### config.mk
export PLATFORM = sky130hd
export DESIGN_NAME = cfg_loader
export DESIGN_NICKNAME = d
export VERILOG_FILES = /design/src/rtl/cfgld_pkg.sv /design/src/rtl/cfgld_sync.sv /design/src/rtl/cfgld_shifter.sv /design/src/rtl/cfgld_test_mux.sv /design/src/rtl/cfg_loader.sv
export SDC_FILE = /design/constraint.sdc
export NUM_CORES = 1
export LEC_CHECK = 0
export BUFFER_PORTS_ARGS = -buffer_cell sky130_fd_sc_hd__buf_2
export CAP_MARGIN = 0
export CORE_ASPECT_RATIO = 1.5
export CORE_UTILIZATION = 45
export DETAILED_ROUTE_END_ITERATION = 10
export PLACE_DENSITY_LB_ADDON = 0.12
export SETUP_SLACK_MARGIN = 0.02
export SLEW_MARGIN = 5
export SYNTH_ARGS = -nofsm -noshare
export SYNTH_HDL_FRONTEND = slang
export SYNTH_SLANG_ARGS = --single-unit
### constraint.sdc
create_clock -name clk -period 2.4 [get_ports clk]
set_clock_uncertainty 0.05 [all_clocks]
set_input_delay 0.36 -clock clk [delete_from_list [all_inputs] [get_ports clk]]
set_output_delay 0.36 -clock clk [all_outputs]
set_load 0.005 [all_outputs]
### src/rtl/cfgld_pkg.sv
package cfgld_pkg;
    typedef enum logic [1:0] {
        TSEL_LOW    = 2'b00,
        TSEL_SDATA  = 2'b01,
        TSEL_FBDIV  = 2'b10,
        TSEL_OUTCLK = 2'b11
    } tsel_e;
endpackage

### src/rtl/cfgld_sync.sv
module cfgld_sync #(
    parameter int W      = 4,
    parameter int STAGES = 2
) (
    input  logic         clk,
    input  logic         rst_n,
    input  logic [W-1:0] din,
    output logic [W-1:0] dout
);
    logic [STAGES-1:0][W-1:0] chain_d, chain_q;

    always_comb begin
        if (!rst_n) begin
            chain_d = '0;
        end else begin
            chain_d[0] = din;
            for (int s = 1; s < STAGES; s++) chain_d[s] = chain_q[s-1];
        end
    end

    always_ff @(posedge clk) chain_q <= chain_d;

    assign dout = chain_q[STAGES-1];
endmodule

### src/rtl/cfgld_shifter.sv
module cfgld_shifter #(
    parameter int M_W = 9,
    parameter int N_W = 2,
    parameter int T_W = 2
) (
    input  logic           clk,
    input  logic           rst_n,
    input  logic           shift_en,
    input  logic           din,
    output logic [M_W-1:0] m_nx,
    output logic [N_W-1:0] n_nx,
    output logic [T_W-1:0] t_nx
);
    localparam int N_LSB   = M_W;
    localparam int SPARE   = M_W + N_W;
    localparam int T_LSB   = SPARE + 1;
    localparam int FRAME_W = T_LSB + T_W;

    logic [FRAME_W-1:0] img_d, img_q;

    always_comb begin
        img_d = img_q;
        if (!rst_n)        img_d = '0;
        else if (shift_en) img_d = {img_q[FRAME_W-2:0], din};
    end

    always_ff @(posedge clk) img_q <= img_d;

    assign m_nx = img_d[M_W-1:0];
    assign n_nx = img_d[N_LSB +: N_W];
    assign t_nx = img_d[T_LSB +: T_W];


    shift_lsb_chk: assert property (@(posedge clk) disable iff (!rst_n)
        shift_en |=> img_q[0] == $past(din));


    img_hold_chk: assert property (@(posedge clk) disable iff (!rst_n)
        !shift_en |=> $stable(img_q));
endmodule

### src/rtl/cfgld_test_mux.sv
module cfgld_test_mux
    import cfgld_pkg::*;
(
    input  tsel_e sel,
    input  logic  force_low,
    input  logic  sdata,
    input  logic  fbdiv,
    input  logic  outclk,
    output logic  y
);
    always_comb begin
        unique case (sel)
            TSEL_LOW:    y = 1'b0;
            TSEL_SDATA:  y = sdata;
            TSEL_FBDIV:  y = fbdiv;
            TSEL_OUTCLK: y = outclk;
            default:     y = 1'b0;
        endcase
        if (force_low) y = 1'b0;
    end
endmodule

### src/rtl/cfg_loader.sv
module cfg_loader
    import cfgld_pkg::*;
#(
    parameter int M_W         = 9,
    parameter int N_W         = 2,
    parameter int T_W         = 2,
    parameter int SYNC_STAGES = 2,
    parameter int M_LOCK_MIN  = 25,
    parameter int M_LOCK_MAX  = 31
) (
    input  logic           clk,
    input  logic           rst_n,
    input  logic [M_W-1:0] par_m,
    input  logic [N_W-1:0] par_n,
    input  logic           pload_n,
    input  logic           ser_clk,
    input  logic           ser_data,
    input  logic           ser_load,
    input  logic           fb_div_in,
    input  logic           syn_clk_in,
    output logic [M_W-1:0] cfg_m,
    output logic [N_W-1:0] cfg_n,
    output logic [T_W-1:0] cfg_t,
    output logic           test_out,
    output logic           m_range_err
);
    localparam int PL = 0, SCK = 1, SDA = 2, SLD = 3;

    typedef struct packed {
        logic [M_W-1:0] m;
        logic [N_W-1:0] n;
        logic [T_W-1:0] t;
        logic           err;
        logic           sck_prev;
        logic           sld_prev;
    } state_t;

    state_t st_d, st_q;
    logic [3:0] pins_s;
    logic pl_lvl, sck_rise, sld_lvl, sld_rise, serial_mode, xfer;
    logic [M_W-1:0] sh_m;
    logic [N_W-1:0] sh_n;
    logic [T_W-1:0] sh_t;

    cfgld_sync #(.W(4), .STAGES(SYNC_STAGES)) u_sync (
        .clk  (clk),
        .rst_n(rst_n),
        .din  ({ser_load, ser_data, ser_clk, pload_n}),
        .dout (pins_s)
    );

    assign pl_lvl      = pins_s[PL];
    assign sld_lvl     = pins_s[SLD];
    assign sck_rise    = pins_s[SCK] & ~st_q.sck_prev;
    assign sld_rise    = sld_lvl & ~st_q.sld_prev;
    assign serial_mode = pl_lvl;
    assign xfer        = serial_mode & (sld_rise | (sld_lvl & sck_rise));

    cfgld_shifter #(.M_W(M_W), .N_W(N_W), .T_W(T_W)) u_shift (
        .clk     (clk),
        .rst_n   (rst_n),
        .shift_en(serial_mode & sck_rise),
        .din     (pins_s[SDA]),
        .m_nx    (sh_m),
        .n_nx    (sh_n),
        .t_nx    (sh_t)
    );

    always_comb begin
        st_d          = st_q;
        st_d.sck_prev = pins_s[SCK];
        st_d.sld_prev = sld_lvl;
        if (!rst_n) begin
            st_d.m        = par_m;
            st_d.n        = par_n;
            st_d.t        = '0;
            st_d.sck_prev = 1'b0;
            st_d.sld_prev = 1'b0;
        end else if (!pl_lvl) begin
            st_d.m = par_m;
            st_d.n = par_n;
        end else if (xfer) begin
            st_d.m = sh_m;
            st_d.n = sh_n;
            st_d.t = sh_t;
        end
        st_d.err = (st_d.m < M_W'(M_LOCK_MIN)) || (st_d.m > M_W'(M_LOCK_MAX));
    end

    always_ff @(posedge clk) st_q <= st_d;

    cfgld_test_mux u_tmux (
        .sel      (tsel_e'(st_q.t[1:0])),
        .force_low(~pl_lvl),
        .sdata    (ser_data),
        .fbdiv    (fb_div_in),
        .outclk   (syn_clk_in),
        .y        (test_out)
    );

    assign cfg_m       = st_q.m;
    assign cfg_n       = st_q.n;
    assign cfg_t       = st_q.t;
    assign m_range_err = st_q.err;


    test_low_chk: assert property (@(posedge clk) disable iff (!rst_n)
        !pl_lvl |-> !test_out);


    lock_flag_chk: assert property (@(posedge clk) disable iff (!rst_n)
        m_range_err == ((cfg_m < M_W'(M_LOCK_MIN)) || (cfg_m > M_W'(M_LOCK_MAX))));


    cfg_hold_chk: assert property (@(posedge clk) disable iff (!rst_n)
        (pl_lvl && !xfer) |=> ($stable(cfg_m) && $stable(cfg_n) && $stable(cfg_t)));


    reset_t_chk: assert property (@(posedge clk)
        !rst_n |=> cfg_t == '0);
endmodule

-- Yosys cells after proc, flatten, opt, wreduce, memory -nomap -nowiden
Index checks and enable logic that the tools add are counted.
- bits in registers: 38
- bits of input ports: 19
- output and inout bits: 15
- magnitude comparators: 2
- equality and inequality tests: 4
- muxes and demuxes: 8
- bitwise gates (word level): 8
- reductions and logical operators: 3
- operators with widths (cell ; count):
    $mux 14 ; 2
    $mux 13 ; 2
    $mux 11 ; 1
    $gt 9x5->1 const B ; 1
    $lt 9x5->1 const B ; 1
    $and 1x1->1 ; 5
    $eq 2x2->1 const B ; 2
    $pmux 1 s4 ; 1
    $ne 3x3->1 const B ; 1
    $eq 2x1->1 const B ; 1
    $logic_not 2->1 ; 1
    $mux 2 ; 1
    $not 1->1 ; 2
    $reduce_and 2->1 ; 1
    $logic_or 1x1->1 ; 1
    $mux 1 ; 1
    $or 1x1->1 ; 1

-- Depth between registers and ports, before layout
- depth in word-level cells: 10
- gate-level depth with buffers: 8
- gate-level depth less buffers: 6

-- Hierarchy
Synthesis repeated with hierarchy kept, for this count alone.
- cells, all modules: 147
- area total of the unflattened synthesis: 1602.8 µm²
- by module, submodules not included (module ; times used ; cells an instance ; area an instance (µm²) ; sequential area each (µm²)):
    cfg_loader ; 1 ; 79 ; 792.0 ; 340.3
    cfgld_shifter ; 1 ; 45 ; 543.0 ; 280.3
    cfgld_sync ; 1 ; 20 ; 240.2 ; 160.2
    cfgld_test_mux ; 1 ; 3 ; 27.5 ; 0.0

-- Worst setup path before layout
OpenSTA, ideal clock, no wires.
- kind: register -> register
- start: register u_sync.chain_q (netlist bit u_sync.dout[1])
- end: register st_q (netlist bit m_range_err)
- library setup time: 0.135 ns
- arrival: 1.391 ns
- required time: 2.215 ns
- path slack: 0.824 ns
- stages on the path, launching flop included: 8
- clock period less this slack: 1.576 ns
- cells stage by stage: dfxtp_1 nand2b_4 a21boi_4 buf_4 a2bb2oi_1 o31ai_1 nor4b_2 o311ai_1
- RTL lines (element ; line ; source):
    from (decl) ; cfgld_sync.sv:10 ; logic [STAGES-1:0][W-1:0] chain_d, chain_q;
    from (signal assigned) ; cfgld_sync.sv:21 ; always_ff @(posedge clk) chain_q <= chain_d;
    to (signal assigned) ; cfg_loader.sv:90 ; always_ff @(posedge clk) st_q <= st_d;
    to (decl) ; cfg_loader.sv:38 ; state_t st_d, st_q;

==> metrics list <==
- Wire length per cell: 12.7 um
* Total wire length: 2780 um
* GR Overflow Total: 0
* Kind of start point of the critical path: flop
* Chip Height: 74.5 um
* Period utilisation layout: 81.9%
- Maximum clock rate: 0.509 GHz
- For this configuration, the core starts out at a cell density of 46.6%.
- Max Slew Vio Count: 0
- The clock reaches the later pin of the worst-skew pair after 0.29 ns.
* Count of pins on the block boundary: 34
- The clock drives 38 sinks.
* Antenna Nets Post-Route: 0
* CTS tree: yes
* Yosys cell types: 29
- In the global route stage, overall resource usage came out at 17.3%.
- Placed Area: 0.00166 sq mm
* First DRT Iteration DRCs: 14
- The number of endpoints with negative hold slack in the final report came to 0.
* Total number of yosys warnings: 0
- The die covers 0.00375 sq mm.
- Final WS setup: 0.436 ns
* Power density relative to cell area: 676 mW/mm^2
- Share of the yosys chip area belonging to registers: 49.6%
* Critical Path Max Stage Delay: 0.46 ns
- Transition at the pin with the smallest max-transition slack: 0.414 ns
* Number of search-and-repair iterations in the first detailed-routing pass: 4
- Critical path fanouts, max: 11
- The tightest hold path in the finished design has a slack of 0.232 ns.
* Slowest cell on crit path: sky130_fd_sc_hd__dfxtp_1
- The repair_antennas step left the layout with diodes totalling 0.
* Number of cell rows: 26
* Aggregate negative setup slack: 0 ns
- Hold repair after CTS inserted 0 buffers.
* Cells along the critical path: nand3b_1 -> buf_4 -> mux2i_1 -> nor2b_1 -> mux2i_1 -> o21ai_0 -> o311ai_1
- Filler cell count: 324
- The flow ran to the end, and the final reports show no timing, DRC or antenna violations.
- In this run, post-CTS repair resized a total of 0 instances.
- Buffers inserted during clock tree synthesis total 5.
- Type of the setup path with the least slack: flop to flop
- First-pass GRT wire length: 4750 um
* Standby leakage power: 0.806 nW
- Measured against its own limit, the worst slew margin works out to 72.3%.
- Leaving out fill and tap cells, the most frequent cells in the layout are sky130_fd_sc_hd__dfxtp_1, sky130_fd_sc_hd__buf_2, sky130_fd_sc_hd__nand2_1.
* Net count after synthesis: 173
- The share of synthesized area in the top cell type comes to 45.8%.
* DRC: 0
* Crit end category: flop
- The min-delay analysis places its worst path in the category input pin to flop.
- Reg clk slew, reported paths: 0.07 ns
* Layout area overhead: 11.0%
- Final setup violation count: 0
- In the routed layout, each cell is associated on average with a via count of 4.94.
* Ratio of cells with drive above 1 in the final layout: 26.7%
* Arrival @ worst endpoint: 2.08 ns
* Total standard cell area after synthesis: 0.00158 sq mm
- Pin count of the biggest net entering global routing: 31
- Average footprint of a synthesized cell: 10.2 sq um
* Required @ worst endpoint: 2.51 ns
- IR analysis of the VDD net gives a maximum drop of 0.000455 V.
- In the global route stage, met1 resource usage came out at 19.0%.
- The tool flagged a number of max-cap violations equal to 0.
* Number of H-tree levels: 2
- The congestion estimate from routability-driven global placement came to 0.729.
* Min Tclk post-route: 1.96 ns
- Busiest grt layer: met2
* Met3 Track Usage GR: 5.11%
* Root Buffer: sky130_fd_sc_hd__clkbuf_8
* Count of buffers from port buffering: 33
- Counting stages on the worst path, the most repeated cell is sky130_fd_sc_hd__mux2i_1.
- Core area: 0.00338 sq mm
* Post-Synthesis Cells: 154
- Across all layers, the routed design uses 1077 vias.
* Most common library cell in the layout ignoring fill and taps: sky130_fd_sc_hd__dfxtp_1
* Number of antenna violations at the first check in global routing: 0
- The completed layout was analyzed and its total power is 1.18 mW.
- Design Area, Final: 0.00175 sq mm
- Setup repair after global routing left no endpoint under its margin.
- Timing analysis after detailed placement gives a worst setup slack of 0.354 ns.
- For this run, global-route usage on met2 was measured as 29.9%.
- Buffer count from post-CTS setup fixing: 0
- The clock passes through at most 2 buffers.
- In this run, synthesis produced a sequential element count of 38.
* HPWL after DPL: 2030 um
- In this design, the largest share of critical-path delay is due to flip-flops.
- At the end of the flow, the number of nets in the layout was 194.
* Dominant cells by area after synthesis: sky130_fd_sc_hd__dfxtp_1, sky130_fd_sc_hd__mux2i_1, sky130_fd_sc_hd__buf_4, sky130_fd_sc_hd__and2_1, sky130_fd_sc_hd__nor2b_1
* Number of buffers and inverters on the critical path: 1
* Cell type with the highest aggregate area in the netlist: sky130_fd_sc_hd__dfxtp_1
- Die span in x: 50.3 um
- The via count of the first global-routing pass is 1053.
[synth_stat cells]
cell type / instances
sky130_fd_sc_hd__a311oi_1: 1
sky130_fd_sc_hd__a21oi_1: 6
sky130_fd_sc_hd__mux2_2: 1
sky130_fd_sc_hd__buf_4: 14
sky130_fd_sc_hd__dfxtp_1: 36
sky130_fd_sc_hd__buf_6: 1
sky130_fd_sc_hd__and2_1: 14
sky130_fd_sc_hd__a21bo_2: 1
sky130_fd_sc_hd__and2b_1: 2
sky130_fd_sc_hd__edfxtp_1: 2
sky130_fd_sc_hd__nor4b_2: 1
sky130_fd_sc_hd__a31oi_1: 1
sky130_fd_sc_hd__a2bb2oi_1: 2
sky130_fd_sc_hd__nor2b_1: 12
sky130_fd_sc_hd__o21ai_0: 6
sky130_fd_sc_hd__o31ai_1: 2
sky130_fd_sc_hd__o311ai_1: 1
sky130_fd_sc_hd__nand2b_4: 1
sky130_fd_sc_hd__nor2_1: 4
sky130_fd_sc_hd__clkbuf_1: 4
sky130_fd_sc_hd__nand3b_1: 1
sky130_fd_sc_hd__nand3_1: 1
sky130_fd_sc_hd__o21ai_1: 1
sky130_fd_sc_hd__buf_8: 1
sky130_fd_sc_hd__mux2i_1: 16
sky130_fd_sc_hd__a32o_1: 2
sky130_fd_sc_hd__a21boi_4: 1
sky130_fd_sc_hd__buf_2: 1
sky130_fd_sc_hd__nand2_1: 18
[routing by layer]
metal / vias up / routed length, um
met5: - / 0
met4: 0 / 65
met3: 6 / 137
met2: 35 / 1350
met1: 488 / 1220
li1: 548 / -
[through the flow]
step	utilization [%]	std cells
CTS	51.7	218
global route	51.7	218
finish	51.7	218
detailed placement	49.0	210
global placement	49.0	210
floorplan	-	154
[power breakdown]
part	internal [mW]	total, mW	switching [mW]
sequential	0.657	0.666	0.00953
combinational	0.0410	0.0784	0.0374
clock	0.231	0.437	0.206
total	0.929	1.18	0.253
[registers in the layout, summed over array words and instances (netlist names)]
| register | cells |
|---|---|
| u_sync.dout | 4 |
| cfg_m | 9 |
| cfg_n | 2 |
| cfg_t | 2 |
| m_range_err | 1 |
| st_q | 2 |
| u_sync.chain_q | 4 |
| u_shift.img_q | 14 |
[cell type report]
class,instances,area (sq um),share of cell area [%]
multi-input cells,95,643,36.8
repair buffers,35,180,10.3
well taps,42,52.6,3.01
clock inverters,1,5.00,0.286
clock buffers,7,86.3,4.94
flip-flops and latches,38,781,44.7
[cells by family (layout without fill, tap and decap cells)]
logic type / Yosys count / after routing / share of synthesized area, %
DFF: 38 / 38 / 49.6
and+or+nand+nor: 54 / 54 / 19.1
muxes: 17 / 17 / 10.9
AOI/OAI and AO/OA: 24 / 24 / 10.8
buffers and inverters: 21 / 43 / 9.61
[worst paths after layout]
kind                     startpoint  depth (start not counted)  slack [ns]                 to
setup reg to reg     u_sync.dout[0]                          7        0.44        m_range_err
hold / removal              pload_n                          2        0.23  u_sync.chain_q[0]
hold reg to reg   u_sync.chain_q[2]                          1        0.38     u_sync.dout[2]
setup / recovery     u_sync.dout[0]                          7        0.44        m_range_err
(Power assumes the default switching activity.)
